### config.mk
export PLATFORM = sky130hd
export DESIGN_NAME = cbw_top
export DESIGN_NICKNAME = d
export VERILOG_FILES = /design/src/rtl/cbw_pkg.sv /design/src/rtl/cbw_decode.sv /design/src/rtl/cbw_ptr.sv /design/src/rtl/cbw_ctl.sv /design/src/rtl/cbw_top.sv
export SDC_FILE = /design/constraint.sdc
export NUM_CORES = 1
export LEC_CHECK = 0
export ABC_CLOCK_PERIOD_IN_PS = 1100
export BUFFER_PORTS_ARGS = -buffer_cell sky130_fd_sc_hd__buf_4
export CAP_MARGIN = 15
export CELL_PAD_IN_SITES_DETAIL_PLACEMENT = 1
export CELL_PAD_IN_SITES_GLOBAL_PLACEMENT = 1
export CORE_MARGIN = 4
export CORE_UTILIZATION = 33
export CTS_BUF_LIST = sky130_fd_sc_hd__clkbuf_16
export DETAILED_ROUTE_END_ITERATION = 6
export GPL_TIMING_DRIVEN = 1
export PLACE_DENSITY_LB_ADDON = 0.1
export SLEW_MARGIN = 20
export SYNTH_ARGS = -nofsm -noshare
export SYNTH_HDL_FRONTEND = slang
export SYNTH_SLANG_ARGS = --single-unit
### constraint.sdc
create_clock -name clk -period 1.1 [get_ports clk]
set_input_delay 0.165 -clock clk [delete_from_list [all_inputs] [get_ports clk]]
set_output_delay 0.165 -clock clk [all_outputs]
set_load 0.005 [all_outputs]
### src/rtl/cbw_pkg.sv
package cbw_pkg;
  localparam int DATA_W = 16;
  localparam int ADDR_W = 3;
  localparam int PTR_W  = 24;

  // register offsets (low address bits)
  localparam int OFS_DATA = 0;
  localparam int OFS_STAT = 2;
  localparam int OFS_CTRL = 3;
  localparam int OFS_BAD0 = 4;
  localparam int OFS_PHI  = 5;
  localparam int OFS_BAD1 = 6;
  localparam int OFS_PLO  = 7;

  // status bit positions
  localparam int SB_IE   = 1;
  localparam int SB_ACT  = 2;
  localparam int SB_RDY  = 3;
  localparam int SB_ERR  = 4;
  localparam int SB_HARD = 6;
  localparam int SB_DENS = 15;

  // control word bit positions
  localparam int CB_IE    = 1;
  localparam int CB_CLR   = 4;
  localparam int CB_FETCH = 8;

  typedef struct packed {
    logic ie;
    logic act;
    logic rdy;
    logic unsup;
    logic hard;
  } stat_t;

  localparam stat_t STAT_RST = '{ie: 1'b0, act: 1'b0, rdy: 1'b1, unsup: 1'b0, hard: 1'b0};
endpackage

### src/rtl/cbw_decode.sv
module cbw_decode
  import cbw_pkg::*;
#(
  parameter int AW = ADDR_W
) (
  input  logic          clk,
  input  logic          rst_n,
  input  logic          acc_valid,
  input  logic          acc_write,
  input  logic [AW-1:0] acc_addr,
  output logic          rd_stat,
  output logic          wr_ctrl,
  output logic          wr_phi,
  output logic          wr_plo,
  output logic          bad_acc
);
  localparam int NOFS = 1 << AW;

  logic [NOFS-1:0] sel;

  for (genvar g = 0; g < NOFS; g++) begin : g_sel
    assign sel[g] = acc_valid && (acc_addr == AW'(g));
  end

  assign rd_stat = sel[OFS_STAT] && !acc_write;
  assign wr_ctrl = sel[OFS_CTRL] && acc_write;
  assign wr_phi  = sel[OFS_PHI]  && acc_write;
  assign wr_plo  = sel[OFS_PLO]  && acc_write;
  assign bad_acc = sel[OFS_BAD0] || sel[OFS_BAD1];

  p_one_strobe_r10: assert property (@(posedge clk) disable iff (!rst_n)
    $onehot0({rd_stat, wr_ctrl, wr_phi, wr_plo, bad_acc}));
endmodule

### src/rtl/cbw_ptr.sv
module cbw_ptr
  import cbw_pkg::*;
#(
  parameter int DW = DATA_W,
  parameter int PW = PTR_W
) (
  input  logic          clk,
  input  logic          rst_n,
  input  logic          wr_hi,
  input  logic          wr_lo,
  input  logic [DW-1:0] wdata,
  output logic [PW-1:0] ptr
);
  localparam int HW = PW - DW;

  logic [HW-1:0] hi_q, hi_n;
  logic [DW-1:0] lo_q, lo_n;

  always_comb begin
    hi_n = hi_q;
    lo_n = lo_q;
    if (wr_hi) hi_n = wdata[HW-1:0];
    if (wr_lo) lo_n = wdata;
  end

  always_ff @(posedge clk or negedge rst_n) begin
    if (!rst_n) begin
      hi_q <= '0;
      lo_q <= '0;
    end else begin
      if (wr_hi) hi_q <= hi_n;
      if (wr_lo) lo_q <= lo_n;
    end
  end

  assign ptr = {hi_q, lo_q};

  p_ptr_hold_r9: assert property (@(posedge clk) disable iff (!rst_n)
    (!wr_hi && !wr_lo) |=> $stable(ptr));
endmodule

### src/rtl/cbw_ctl.sv
module cbw_ctl
  import cbw_pkg::*;
#(
  parameter int DW = DATA_W
) (
  input  logic          clk,
  input  logic          rst_n,
  input  logic          rd_any,
  input  logic          rd_stat,
  input  logic          wr_ctrl,
  input  logic          bad_acc,
  input  logic [DW-1:0] wdata,
  input  logic          eng_done,
  input  logic          eng_hard_err,
  output logic [DW-1:0] rd_data,
  output logic          irq,
  output logic          eng_start,
  output logic          eng_clear
);
  stat_t         st_q, st_n;
  logic          irq_q, irq_n;
  logic          start_q, start_n;
  logic          clr_q, clr_n;
  logic [DW-1:0] rd_q, rd_n;
  logic [DW-1:0] stat_word;

  always_comb begin
    stat_word          = '0;
    stat_word[SB_DENS] = 1'b1;
    stat_word[SB_IE]   = st_q.ie;
    stat_word[SB_ACT]  = st_q.act;
    stat_word[SB_RDY]  = st_q.rdy;
    stat_word[SB_ERR]  = st_q.unsup | st_q.hard;
    stat_word[SB_HARD] = st_q.hard;
  end

  always_comb begin
    st_n    = st_q;
    irq_n   = irq_q;
    start_n = 1'b0;
    clr_n   = 1'b0;
    rd_n    = rd_q;
    if (rd_any) rd_n = rd_stat ? stat_word : '0;
    if (rd_stat) irq_n = 1'b0;
    if (eng_done && st_q.act) begin
      st_n.act = 1'b0;
      st_n.rdy = 1'b1;
      if (eng_hard_err) st_n.hard = 1'b1;
      if (st_q.ie) irq_n = 1'b1;
    end
    if (bad_acc) st_n.unsup = 1'b1;
    if (wr_ctrl) begin
      if (wdata[CB_FETCH]) begin
        if (!st_q.act) begin
          start_n  = 1'b1;
          st_n.act = 1'b1;
          st_n.rdy = 1'b0;
        end
      end else if (wdata[CB_IE]) begin
        if (st_q.rdy && !st_q.ie) irq_n = 1'b1;
        st_n.ie = 1'b1;
      end else if (wdata[CB_CLR]) begin
        st_n  = STAT_RST;
        irq_n = 1'b0;
        clr_n = 1'b1;
      end else begin
        st_n.unsup = 1'b1;
      end
    end
  end

  always_ff @(posedge clk or negedge rst_n) begin
    if (!rst_n) begin
      st_q    <= STAT_RST;
      irq_q   <= 1'b0;
      start_q <= 1'b0;
      clr_q   <= 1'b0;
      rd_q    <= '0;
    end else begin
      st_q    <= st_n;
      irq_q   <= irq_n;
      start_q <= start_n;
      clr_q   <= clr_n;
      if (rd_any) rd_q <= rd_n;
    end
  end

  assign rd_data   = rd_q;
  assign irq       = irq_q;
  assign eng_start = start_q;
  assign eng_clear = clr_q;

  p_start_once_r4: assert property (@(posedge clk) disable iff (!rst_n)
    start_q |=> !start_q);
  p_start_act_r4: assert property (@(posedge clk) disable iff (!rst_n)
    start_q |-> (st_q.act && !st_q.rdy));
  p_act_rdy_excl_r6: assert property (@(posedge clk) disable iff (!rst_n)
    !(st_q.act && st_q.rdy));
  p_irq_needs_ie_r7: assert property (@(posedge clk) disable iff (!rst_n)
    irq_q |-> st_q.ie);
  p_stat_read_drops_r7: assert property (@(posedge clk) disable iff (!rst_n)
    (rd_stat && !(eng_done && st_q.act) && !wr_ctrl) |=> !irq_q);
  p_clear_state_r8: assert property (@(posedge clk) disable iff (!rst_n)
    clr_q |-> (st_q == STAT_RST && !irq_q));
  p_err_sticky_r10: assert property (@(posedge clk) disable iff (!rst_n)
    (st_q.unsup && !wr_ctrl) |=> st_q.unsup);
endmodule

### src/rtl/cbw_top.sv
module cbw_top
  import cbw_pkg::*;
#(
  parameter int DW = DATA_W,
  parameter int AW = ADDR_W,
  parameter int PW = PTR_W
) (
  input  logic          clk,
  input  logic          rst_n,
  input  logic          acc_valid,
  input  logic          acc_write,
  input  logic [AW-1:0] acc_addr,
  input  logic [DW-1:0] acc_wdata,
  output logic [DW-1:0] rd_data,
  output logic          irq,
  output logic          eng_start,
  output logic          eng_clear,
  output logic [PW-1:0] cb_ptr,
  input  logic          eng_done,
  input  logic          eng_hard_err
);
  logic [1:0] rsync_q;
  logic       rst_s_n;
  logic       rd_stat, wr_ctrl, wr_phi, wr_plo, bad_acc, rd_any;

  always_ff @(posedge clk or negedge rst_n) begin
    if (!rst_n) rsync_q <= 2'b00;
    else        rsync_q <= {rsync_q[0], 1'b1};
  end
  assign rst_s_n = rsync_q[1];

  assign rd_any = acc_valid && !acc_write;

  cbw_decode #(.AW(AW)) u_dec (
    .clk(clk), .rst_n(rst_s_n), .acc_valid(acc_valid), .acc_write(acc_write),
    .acc_addr(acc_addr), .rd_stat(rd_stat), .wr_ctrl(wr_ctrl),
    .wr_phi(wr_phi), .wr_plo(wr_plo), .bad_acc(bad_acc)
  );

  cbw_ptr #(.DW(DW), .PW(PW)) u_ptr (
    .clk(clk), .rst_n(rst_s_n), .wr_hi(wr_phi), .wr_lo(wr_plo),
    .wdata(acc_wdata), .ptr(cb_ptr)
  );

  cbw_ctl #(.DW(DW)) u_ctl (
    .clk(clk), .rst_n(rst_s_n), .rd_any(rd_any), .rd_stat(rd_stat),
    .wr_ctrl(wr_ctrl), .bad_acc(bad_acc), .wdata(acc_wdata),
    .eng_done(eng_done), .eng_hard_err(eng_hard_err), .rd_data(rd_data),
    .irq(irq), .eng_start(eng_start), .eng_clear(eng_clear)
  );
endmodule

# After elaboration in Yosys (flattened, before gate mapping)
# Cells that the tools add are included.
[op_classes]
eq_ne = 6
reduce_logical = 18
n_shift = 0
muxes = 29
n_bitwise = 2
n_lt_le_gt_ge = 0
n_mul = 0
div_mod_pow = 0
addsub = 0
[ops]
columns = ["operator", "count"]
rows = [
  ["1-bit two-way mux", 21],
  ["16-bit two-way mux", 1],
  ["1-bit logical AND", 13],
  ["3-bit equality test (second input constant)", 4],
  ["2-bit two-way mux", 4],
  ["4-bit two-way mux", 2],
  ["3-bit by 2-bit equality test with 1-bit output (second input constant)", 2],
  ["3-bit two-way mux", 1],
  ["3-bit AND reduction", 1],
  ["1-bit zero test", 2],
  ["2-bit nonzero test", 1],
  ["1-bit logical OR", 1],
  ["1-bit inverter", 1],
  ["1-bit OR", 1],
]
[word_totals]
inputBits = 25
mem_bits_rw = 0
mem_bits_ro = 0
latch_bits = 0
out_inout_bits = 43
reg_bits = 50
n_memories = 0
word_cells = 67

# Logic depth before layout (Yosys ltp)
# Gate-level depths: netlist of the first run.
[logic_depth]
depth_word = 10
depth_mapped = 5
ltp_nobuf = 4

# Modules after synthesis
# From an unflattened synthesis of the first run, not the netlist that was laid out.
[unflattened]
cells_unflattened = 126
hier_area_um2 = 1722.9
[modules_own_cells]
columns = ["mod", "cells_each", "seq_area_each_um2", "area_per_inst_um2", "instances"]
rows = [
  ["cbw_ptr", 51, 600.6, 944.7, 1],
  ["cbw_ctl", 62, 351.6, 651.9, 1],
  ["cbw_top", 4, 50.0, 67.6, 1],
  ["cbw_decode", 9, 0.0, 58.8, 1],
]

# Least setup slack after synthesis of the first run
# OpenSTA, ideal clock, no wires.
[synth_path]
path_kind = "flip-flop to flip-flop"
startpoint = "register u_ctl.st_q[3] (netlist bit)"
endpoint = "register u_ctl.irq_q (netlist: u_ctl.irq)"
setup_ps = 121
synth_period_minus_slack_ps = 1357
path_stages_with_launch = 5
t_arrival_ps = 1236
slack_ps = -257
cell_sequence = "dfrtp_1 and2_1 a221o_1 a31o_1 a22o_1"
[synth_between]
elab_chain_cells = 6
word_cells_on_any_way = 7
classes_between = "6 x mux; 1 x reduce/logical"
[synth_rtl]
columns = ["item", "line", "text"]
rows = [
  ["start, declared", "cbw_ctl.sv:20", "stat_t st_q, st_n;"],
  ["start signal, assigned", "cbw_ctl.sv:80", "st_q <= st_n;"],
  ["1-bit logical AND (*)", "cbw_ctl.sv:45", "if (eng_done && st_q.act) begin"],
  ["1-bit two-way mux (*)", "cbw_ctl.sv:45", ""],
  ["1-bit two-way mux (on tied branches)", "cbw_ctl.sv:62, cbw_ctl.sv:60", ""],
  ["1-bit two-way mux", "cbw_ctl.sv:59", "end else if (wdata[CB_IE]) begin"],
  ["1-bit two-way mux", "cbw_ctl.sv:53", "if (wdata[CB_FETCH]) begin"],
  ["1-bit two-way mux (*)", "cbw_ctl.sv:52", "if (wr_ctrl) begin"],
  ["named net u_ctl.irq_n", "cbw_ctl.sv:21", "logic irq_q, irq_n;"],
  ["end signal, assigned", "cbw_ctl.sv:81", "irq_q <= irq_n;"],
  ["end, declared", "cbw_ctl.sv:21", ""],
]
# The timed path passes the listed nets; every way through them passes the cells marked *.
# A chain may end at the register's enable or synchronous reset.

# Worst setup path after layout of the first run
# Same ends and word-level chain as after synthesis.

==> impl_metrics.py, run 1 <==
metrics = {
    "cells_and_area": {
        "mostFrequentLayoutCell": "buf_4",
        "stdcell_area_um2": 2420,
        "drive_gt1_share_pct": 57.4,
        "n_fill_cell": 513,
        "layout_common_cells": "70 x buf_4, 38 x dfrtp_1, 16 x mux2_2, 11 x conb_1, 8 x mux2_4",
        "register_area_um2": 1000,
        "antenna_cells": 0,
        "multi_input_area_um2": 628,
        "final_nets": 219,
        "fin_cells": 262,
        "synthToLayoutAreaGrowth_pct": 47.0,
    },
    "power": {
        "p_per_area_nw_per_um2": 1740,
        "comb_power_share_pct": 22.2,
        "p_total_uw": 4230,
        "p_int_uw": 3200,
        "cellLeakagePower_uw": 0.00121,
        "max-vdd-ir-drop_uv": 835,
        "pwr-share-seq_pct": 46.2,
        "power_frac_clock_pct": 31.7,
        "sw_frac_of_total_pct": 24.2,
        "p_switching_uw": 1020,
    },
    "synth": {
        "ys_async_sr_fraction_pct": 100,
        "ys_ff_latch": 40,
        "syn_area_um2": 1650,
        "synth_flop_cell": "dfrtp_1",
        "seq_area_frac_synth_pct": 60.8,
        "synth_edf_count": 0,
        "synth.distinct_cells": 28,
        "postSynthAreaPerCell_um2": 14.1,
        "yosys_warnings": 0,
        "syn_inst": 117,
    },
    "place": {
        "placed_cell_area_um2": 2260,
        "dp_hpwl_um": 3240,
        "place.gp.congestion": 0.802,
        "port_buffers": 57,
        "post-place-cells": 253,
    },
    "run_status": {
        "violations": "negative setup slack",
        "outcome": "finished, violations left",
    },
    "critical_path": {
        "path_cells": "and2_4 -> a221o_1 -> a31o_1 -> a22o_1",
        "cp_data_arrival_time_ns": 1.53,
        "end_kind": "register",
        "cp.required_ns": 1.26,
        "max_stage_delay_ns": 0.38,
        "path_max_fanout": 2,
        "reg2reg_slack_ns": -0.28,
        "worstPathBufferInverterCount": 0,
        "crit_family": "compound AO/OA/AOI/OAI gates",
        "criticalPathCategory": "register to register",
        "critical-path-slowest-cell": "dfrtp_1",
        "crit_path_start_kind": "register",
    },
    "sta": {
        "fin_setup_tns_ns": -0.277,
        "fmax_ghz": 0.726,
        "drv_slew": 0,
        "setup_viol": 1,
        "period_needed_ns": 1.38,
        "min_period_over_period_pct": 125,
        "fin_ws_ns": -0.277,
        "hold_viol_final": 0,
        "skew_ns": 0.00259,
        "rsz0062_at_grt": "yes",
        "timing.hold.ws_ns": 0.122,
    },
    "clock_network": {
        "htree_levels": 2,
        "clock_latency_ns": 0.27,
        "cts_sinks": 40,
        "numCtsBuffers": 5,
        "cts_tree": "done",
        "clockBufferDepth": 2,
        "cts_setup_buffers": 0,
        "clkTransAtPathRegs_ns": 0.06,
        "cts_root_buf": "clkbuf_16",
    },
    "min_path": {
        "worstHoldPathType": "primary input to register",
    },
    "route": {
        "first_pass_iters": 3,
        "routed_via_density": 4.46,
        "ant_nets": 0,
        "wl_per_cell_um": 14.9,
        "routed_wl_um": 3920,
        "drcViolationCount": 0,
        "vias": 1168,
        "first_iter_violations": 47,
    },
    "global_route": {
        "grt_max_degree": 19,
        "grt_usage_pct": 14.0,
        "grt_remaining_overflow": 0,
        "antenna_found_initial": 0,
        "grt_first_pass_wirelength_um": 6760,
        "grt_pass1_vias": 1314,
    },
    "floorplan": {
        "die_h_um": 78.7,
        "dieArea_um2": 6190,
        "start_util_pct": 34.5,
        "fp.dieW_um": 78.7,
        "rows": 25,
        "core_um2": 4790,
        "ioPinCount": 68,
    },
    "flow_run": {
        "cap_violations": 0,
    },
}
state kept, by name (all words and copies together) (netlist names):
name,flops
u_ctl.rd_data,6
u_ctl.eng_start,1
u_ctl.eng_clear,1
u_ctl.irq,1
rsync_q,2
u_ptr.hi_q,8
u_ptr.lo_q,16
u_ctl.st_q,5
synthesized netlist by cell type (all sizes together), types with 2 or more instances:
cell,number,area [um^2]
mux2,24,270
dfrtp,39,976
nand2,5,18.8
nor3,4,31.3
buf,12,87.6
a21oi,2,10.0
nand2b,2,12.5
a22o,6,52.6
inv,3,11.3
nor2,4,22.5
conb,2,7.51
power groups by stage:
stage	Sequential, uW	Combinational [uW]	Clock (uW)
5_1_grt	2000	1030	1460
6_report	1950	937	1340
2_1_floorplan	1970	364	0
4_1_cts	1960	956	1370
3_3_place_gp	1960	921	0
3_5_place_dp	1980	954	0
through the flow:
stage	setup slack, ns	utilization (%)
after floorplan	-0.203	-
after global placement	-0.182	47.2
after detailed placement	-0.262	47.2
after CTS	-0.273	50.4
after global routing	-0.321	50.6
final	-0.277	50.6
per-layer routing:
metal | vias up | GRT usage [%] | share of wire (%)
met5 | - | 0 | 0
met4 | 0 | 3.67 | 0.64
met3 | 2 | 4.31 | 6.0
met2 | 37 | 25.3 | 54
met1 | 585 | 16.0 | 39
li1 | 544 | - | -
logic make-up (layout without fill, tap and decap cells):
| family | Yosys count | in the layout | share of synthesized area [%] |
|---|---|---|---|
| DFF | 40 | 40 | 60.8 |
| and+or+nand+nor | 21 | 21 | 9.41 |
| buffers and inverters | 15 | 84 | 5.99 |
| other | 2 | 11 | 0.455 |
| muxes | 24 | 24 | 16.4 |
| AOI/OAI and AO/OA | 15 | 15 | 6.98 |
final timing paths:
path,from,cells past startpoint,end
worst max-delay path,u_ctl.st_q[3],4,u_ctl.irq
worst min-delay path,acc_wdata[14],2,u_ptr.lo_q[14]
worst max register to register,u_ctl.st_q[3],4,u_ctl.irq
worst min register to register,rsync_q[1],0,u_ctl.st_q[4]
max in group asynchronous,rsync_q[1],1,u_ptr.lo_q[2]
min in group asynchronous,rsync_q[1],0,u_ctl.st_q[4]
cell type report:
| type | count | area share, % |
|---|---|---|
| clock buffers | 5 | 5.16 |
| clock inverters | 3 | 0.568 |
| well taps | 67 | 3.46 |
| multi-input cells | 71 | 25.9 |
| flip-flops and latches | 40 | 41.4 |
| repair buffers | 73 | 23.0 |
| inverters | 3 | 0.465 |
repair_timing:
action | in CTS | in global routing
pin swaps | 0 | 0
hold buffers | 1 | 0
setup endpoints to repair | 2 | 4
endpoints found under the hold margin | 2 | 0
resized for setup | 1 | 2
Note: power is estimated with default switching activity, not from simulation.
==> inputs of run 2 (changes only) <==
--- a/config.mk
+++ b/config.mk
@@ -16,7 +16,9 @@
 export DETAILED_ROUTE_END_ITERATION = 6
 export GPL_TIMING_DRIVEN = 1
 export PLACE_DENSITY_LB_ADDON = 0.1
+export SETUP_SLACK_MARGIN = 0.02
 export SLEW_MARGIN = 20
 export SYNTH_ARGS = -nofsm -noshare
 export SYNTH_HDL_FRONTEND = slang
 export SYNTH_SLANG_ARGS = --single-unit
+export TNS_END_PERCENT = 5
==> run 2 against run 1 <==
The run still ends with negative setup slack left. Critical path depth unchanged. Global-route usage increased by 0.27 points. Flip-flop and latch count unchanged. Final area about the same. Count of clock-buffer cells in the layout unchanged. Combinational power decreased by 1%. Sequential share of layout area about the same. Register-to-register slack improved by 0.04 ns. First-iteration DRC count decreased by 36%. Sequential power about the same.
==> impl_metrics.py, run 2 (same netlist as run 1, synthesis figures left out) <==
metrics = {
    "run_status": {
        "outcome": "finished, violations left",
        "violations": "negative setup slack",
    },
    "critical_path": {
        "criticalPathCategory": "register to register",
        "path_max_fanout": 2,
        "end_kind": "register",
        "regToRegStartpoint": "u_ctl.st_q[3]",
        "critPathLaunch": "u_ctl.st_q[3]",
        "reg2reg_slack_ns": -0.23,
        "cp.required_ns": 1.26,
        "cp_data_arrival_time_ns": 1.49,
        "crit_path_end": "u_ctl.irq",
        "crit_path_start_kind": "register",
        "r2r_end": "u_ctl.irq",
        "worstRegToRegCells": 4,
    },
    "route": {
        "first_iter_violations": 30,
        "wl_per_cell_um": 15.3,
        "first_pass_iters": 4,
        "ant_nets": 0,
        "routed_wl_um": 4020,
        "drcViolationCount": 0,
        "routed_via_density": 4.56,
        "vias": 1194,
    },
    "clock_network": {
        "clock_latency_ns": 0.28,
        "htree_levels": 2,
        "clockBufferDepth": 2,
        "clkTransAtPathRegs_ns": 0.06,
        "numCtsBuffers": 5,
        "cts_sinks": 40,
        "cts_root_buf": "clkbuf_16",
        "cts_tree": "done",
    },
    "power": {
        "comb_power_share_pct": 22.0,
        "max-vdd-ir-drop_uv": 818,
        "cellLeakagePower_uw": 0.00120,
        "p_int_uw": 3180,
        "p_switching_uw": 1020,
        "p_per_area_nw_per_um2": 1730,
        "sw_frac_of_total_pct": 24.3,
        "power_frac_clock_pct": 31.8,
        "p_total_uw": 4200,
        "pwr-share-seq_pct": 46.2,
    },
    "min_path": {
        "worstHoldPathType": "primary input to register",
    },
    "cells_and_area": {
        "antenna_cells": 0,
        "mostFrequentLayoutCell": "buf_4",
        "regMostFlops": "u_ptr.lo_q",
        "drive_gt1_share_pct": 57.4,
        "final_nets": 220,
        "largest_reg_flops": 16,
        "synthToLayoutAreaGrowth_pct": 46.9,
        "layout_common_cells": "69 x buf_4, 38 x dfrtp_1, 24 x mux2_2, 11 x conb_1, 6 x a22o_1",
    },
    "floorplan": {
        "rows": 25,
        "start_util_pct": 34.5,
        "ioPinCount": 68,
        "core_um2": 4790,
        "dieArea_um2": 6190,
        "die_h_um": 78.7,
        "fp.dieW_um": 78.7,
    },
    "global_route": {
        "grt_remaining_overflow": 0,
        "antenna_found_initial": 0,
        "grt_use_met2_pct": 26.8,
        "grt_pass1_vias": 1374,
        "grt_max_degree": 20,
        "busiest_layer": "met2",
        "grt_usage_pct": 14.3,
        "grt_use_met1_pct": 14.9,
        "grt_first_pass_wirelength_um": 6800,
        "use_met3_pct": 3.85,
    },
    "place": {
        "dp_slack_ns": -0.223,
        "dp_hpwl_um": 3220,
        "place.gp.congestion": 0.706,
        "port_buffers": 57,
    },
    "sta": {
        "fmax_ghz": 0.751,
        "fin_setup_tns_ns": -0.232,
        "timing.hold.ws_ns": 0.123,
        "rsz0062_at_grt": "yes",
        "hold_viol_final": 0,
        "skew_ns": 0.00351,
        "min_period_over_period_pct": 121,
        "drv_slew": 0,
        "period_needed_ns": 1.33,
        "fin_ws_ns": -0.232,
        "setup_viol": 1,
    },
    "flow_run": {
        "cap_violations": 0,
    },
}
run 2: area by class of cell:
class | count | area, um^2
fill | 506 | 2360
sequential | 40 | 1000
multi-input combinational | 71 | 599
timing repair buffer | 74 | 591
clock buffer | 5 | 125
tap | 67 | 83.8
inverter | 3 | 11.3
clock inverter | 2 | 8.76
run 2: power groups by stage:
stage	Sequential [uW]	Clock (uW)	Combinational, uW
after global routing	1990	1460	1020
after CTS	1950	1380	950
final	1940	1340	926
after global placement	1950	0	888
after floorplan	1970	0	325
after detailed placement	1970	0	915
run 2: what timing repair did:
action | in CTS | in global routing
hold buffers | 1 | 0
gates resized for setup | 4 | 0
buffers inserted | 1 | 0
pin swaps | 0 | 1
endpoints found under the setup margin | 2 | 4
hold endpoints to repair | 2 | 0
run 2: through the flow:
stage / cells / instance area [um^2] / util [%]
2_1_floorplan: 126 / 1690 / -
3_3_place_gp: 253 / 2250 / 47.0
3_5_place_dp: 253 / 2250 / 47.0
4_1_cts: 262 / 2420 / 50.6
5_1_grt: 262 / 2420 / 50.6
6_report: 262 / 2420 / 50.6
run 2: worst min-delay path by stage:
stage / startpoint / to / slack, ns / depth (start not counted)
3_5_place_dp: rst_n / rsync_q[0] / -0.05 / 1
6_report: acc_wdata[10] / u_ptr.lo_q[10] / 0.12 / 2
5_1_grt: acc_wdata[9] / u_ptr.lo_q[9] / 0.12 / 2
4_1_cts: acc_wdata[10] / u_ptr.lo_q[10] / 0.12 / 2
3_3_place_gp: rst_n / rsync_q[0] / -0.05 / 1
2_1_floorplan: rst_n / rsync_q[0] / -0.13 / 0
run 2: critical path: stages (launching register included):
cell	delay [ns]
dfrtp_1	0.38
and2_4	0.14
a221o_1	0.33
a31o_1	0.19
a22o_1	0.18
run 2: routing by layer:
layer / vias to the layer above / part of all wire, %
li1: 539 / -
met2: 47 / 56
met3: 5 / 7.6
met5: - / 0
met1: 603 / 35
met4: 0 / 1.6
==> inputs of run 3 (changes only) <==
--- a/config.mk
+++ b/config.mk
@@ -5,17 +5,16 @@
 export SDC_FILE = /design/constraint.sdc
 export NUM_CORES = 1
 export LEC_CHECK = 0
-export ABC_CLOCK_PERIOD_IN_PS = 1100
+export ABC_CLOCK_PERIOD_IN_PS = 1430
 export BUFFER_PORTS_ARGS = -buffer_cell sky130_fd_sc_hd__buf_4
 export CAP_MARGIN = 15
 export CELL_PAD_IN_SITES_DETAIL_PLACEMENT = 1
 export CELL_PAD_IN_SITES_GLOBAL_PLACEMENT = 1
 export CORE_MARGIN = 4
-export CORE_UTILIZATION = 33
-export CTS_BUF_LIST = sky130_fd_sc_hd__clkbuf_16
+export CORE_UTILIZATION = 35
 export DETAILED_ROUTE_END_ITERATION = 6
 export GPL_TIMING_DRIVEN = 1
-export PLACE_DENSITY_LB_ADDON = 0.1
+export PLACE_DENSITY = 0.82
 export SETUP_SLACK_MARGIN = 0.02
 export SLEW_MARGIN = 20
 export SYNTH_ARGS = -nofsm -noshare
==> constraint.sdc (replaced) <==
create_clock -name clk -period 1.43 [get_ports clk]
set_input_delay 0.2145 -clock clk [delete_from_list [all_inputs] [get_ports clk]]
set_output_delay 0.2145 -clock clk [all_outputs]
set_load 0.005 [all_outputs]
==> run 3 against run 2 <==
The flow now finishes without violations. Global-route usage down 0.16 points. Final cell count down 8.4%. Clock skew up 0.0064 ns. Core utilization up 0.62 points. Maximum frequency down 2.2%. Critical path depth unchanged. Count of clock-buffer cells in the layout up 2. Flip-flop and latch count unchanged. Combinational power down 27%. Worst setup slack better by 0.30 ns. Via count down 3.4%. Largest cell class unchanged.
==> impl_metrics.py, run 3 (same netlist as run 1, synthesis figures left out) <==
metrics = {
    "sta": {
        "fin_setup_tns_ns": 0,
        "drv_slew": 0,
        "fmax_ghz": 0.734,
        "skew_ns": 0.00988,
        "min_period_over_period_pct": 95.3,
        "hold_viol_final": 0,
        "period_needed_ns": 1.36,
        "setup_viol": 0,
        "rsz0062_at_grt": "no",
    },
    "floorplan": {
        "rows": 24,
        "ioPinCount": 68,
        "fp.dieW_um": 76.6,
        "die_h_um": 76.6,
        "start_util_pct": 37.1,
        "core_um2": 4440,
        "dieArea_um2": 5870,
    },
    "critical_path": {
        "cp.required_ns": 1.61,
        "cp_data_arrival_time_ns": 1.55,
        "crit_path_start_kind": "register",
        "reg2reg_slack_ns": 0.07,
        "path_max_fanout": 2,
        "criticalPathCategory": "register to register",
        "end_kind": "register",
    },
    "run_status": {
        "outcome": "complete, no violations",
    },
    "cells_and_area": {
        "regMostFlops": "u_ptr.lo_q",
        "synthToLayoutAreaGrowth_pct": 38.1,
        "final_core_util_pct": 51.2,
        "antenna_cells": 0,
        "mostFrequentLayoutCell": "buf_4",
        "drive_gt1_share_pct": 53.7,
        "n_fill_cell": 471,
        "layout_common_cells": "62 x buf_4, 39 x dfrtp_1, 24 x mux2_2, 11 x conb_1, 6 x a22o_1",
        "final_nets": 212,
        "largest_reg_flops": 16,
        "stdcell_area_um2": 2280,
        "fin_cells": 240,
    },
    "place": {
        "port_buffers": 57,
        "placed_cell_area_um2": 2180,
        "dp_hpwl_um": 3240,
        "post-place-cells": 230,
        "place.gp.congestion": 0.933,
    },
    "route": {
        "routed_wl_um": 4040,
        "wl_per_cell_um": 16.9,
        "first_iter_violations": 20,
        "first_pass_iters": 4,
        "ant_nets": 0,
        "routed_via_density": 4.81,
        "vias": 1154,
        "drcViolationCount": 0,
    },
    "clock_network": {
        "clockBufferDepth": 2,
        "numCtsBuffers": 5,
        "cts_root_buf": "clkbuf_8",
        "clkTransAtPathRegs_ns": 0.08,
        "clock_latency_ns": 0.29,
        "htree_levels": 2,
        "cts_tree": "done",
        "cts_sinks": 40,
        "cts_resized": 0,
    },
    "global_route": {
        "grt_remaining_overflow": 0,
        "grt_max_degree": 32,
        "grt_first_pass_wirelength_um": 6530,
        "grt_pass1_vias": 1335,
        "grt_usage_pct": 14.1,
        "antenna_found_initial": 0,
    },
    "min_path": {
        "worstHoldPathType": "register to asynchronous set/reset pin",
    },
    "power": {
        "p_per_area_nw_per_um2": 1260,
        "cellLeakagePower_uw": 0.00113,
        "max-vdd-ir-drop_uv": 710,
    },
    "flow_run": {
        "cap_violations": 0,
    },
}
-- run 3: changes by cell type in the layout (fill, tap and decap cells not counted), moves of 2 or more --
cell	change
clkbuf_8	+5
buf_4	-7
clkbuf_16	-5
buf_6	-2
clkbuf_1	+2
-- run 3: layout make-up --
class	instances	area (um^2)	share of cell area (%)
clock buffer	7	76.3	3.35
clock inverter	1	5.00	0.220
inverter	3	11.3	0.495
multi-input combinational	71	582	25.5
sequential	40	1000	44.0
tap	52	65.1	2.86
timing repair buffer	66	536	23.5
-- run 3: where the power goes --
| group | total, uW | internal, uW | switching (uW) | leakage, uW |
|---|---|---|---|---|
| clock network | 702 | 342 | 360 | 0.0000422 |
| registers | 1490 | 1360 | 137 | 0.000492 |
| logic | 677 | 432 | 245 | 0.000592 |
| total | 2870 | 2130 | 742 | 0.00113 |
-- run 3: final timing paths --
path                               start             end  cells past startpoint
max                        u_ctl.st_q[3]       u_ctl.irq                      4
min                           rsync_q[1]   u_ptr.lo_q[9]                      0
max reg2reg                u_ctl.st_q[3]       u_ctl.irq                      4
min reg2reg                   rsync_q[1]   u_ptr.lo_q[9]                      0
max in group asynchronous     rsync_q[1]   u_ctl.st_q[2]                      1
min in group clk           acc_wdata[13]  u_ptr.lo_q[13]                      2
-- run 3: worst max-delay path: stages, from the launching register on --
cell and delay, ns:
dfrtp_1 0.38, and2_1 0.16, a221o_1 0.35, a31o_1 0.20
a22o_1 0.17
-- run 3: timing repair --
action | CTS | global route
hold buffers | 1 | 0
setup endpoints to repair | 0 | 1
endpoints found under the hold margin | 2 | 0
buffers inserted | 0 | 1
-- run 3: metal layers --
metal	vias up	global-route usage, %	part of all wire (%)
met1	573	14.0	37
met3	9	3.66	5.7
met4	0	5.98	1.8
met5	-	0	0
li1	530	-	-
met2	42	27.3	55
-- run 3: stage by stage --
stage                     hold WS (ns)  setup WS [ns]  total power [uW]
after floorplan                -0.0811         0.0733              1760
after detailed placement    -0.0000732         0.0336              2210
after global routing             0.163         0.0280              3030
after CTS                        0.156         0.0286              2920
after global placement       -0.000823          0.107              2150
final                            0.147         0.0677              2870
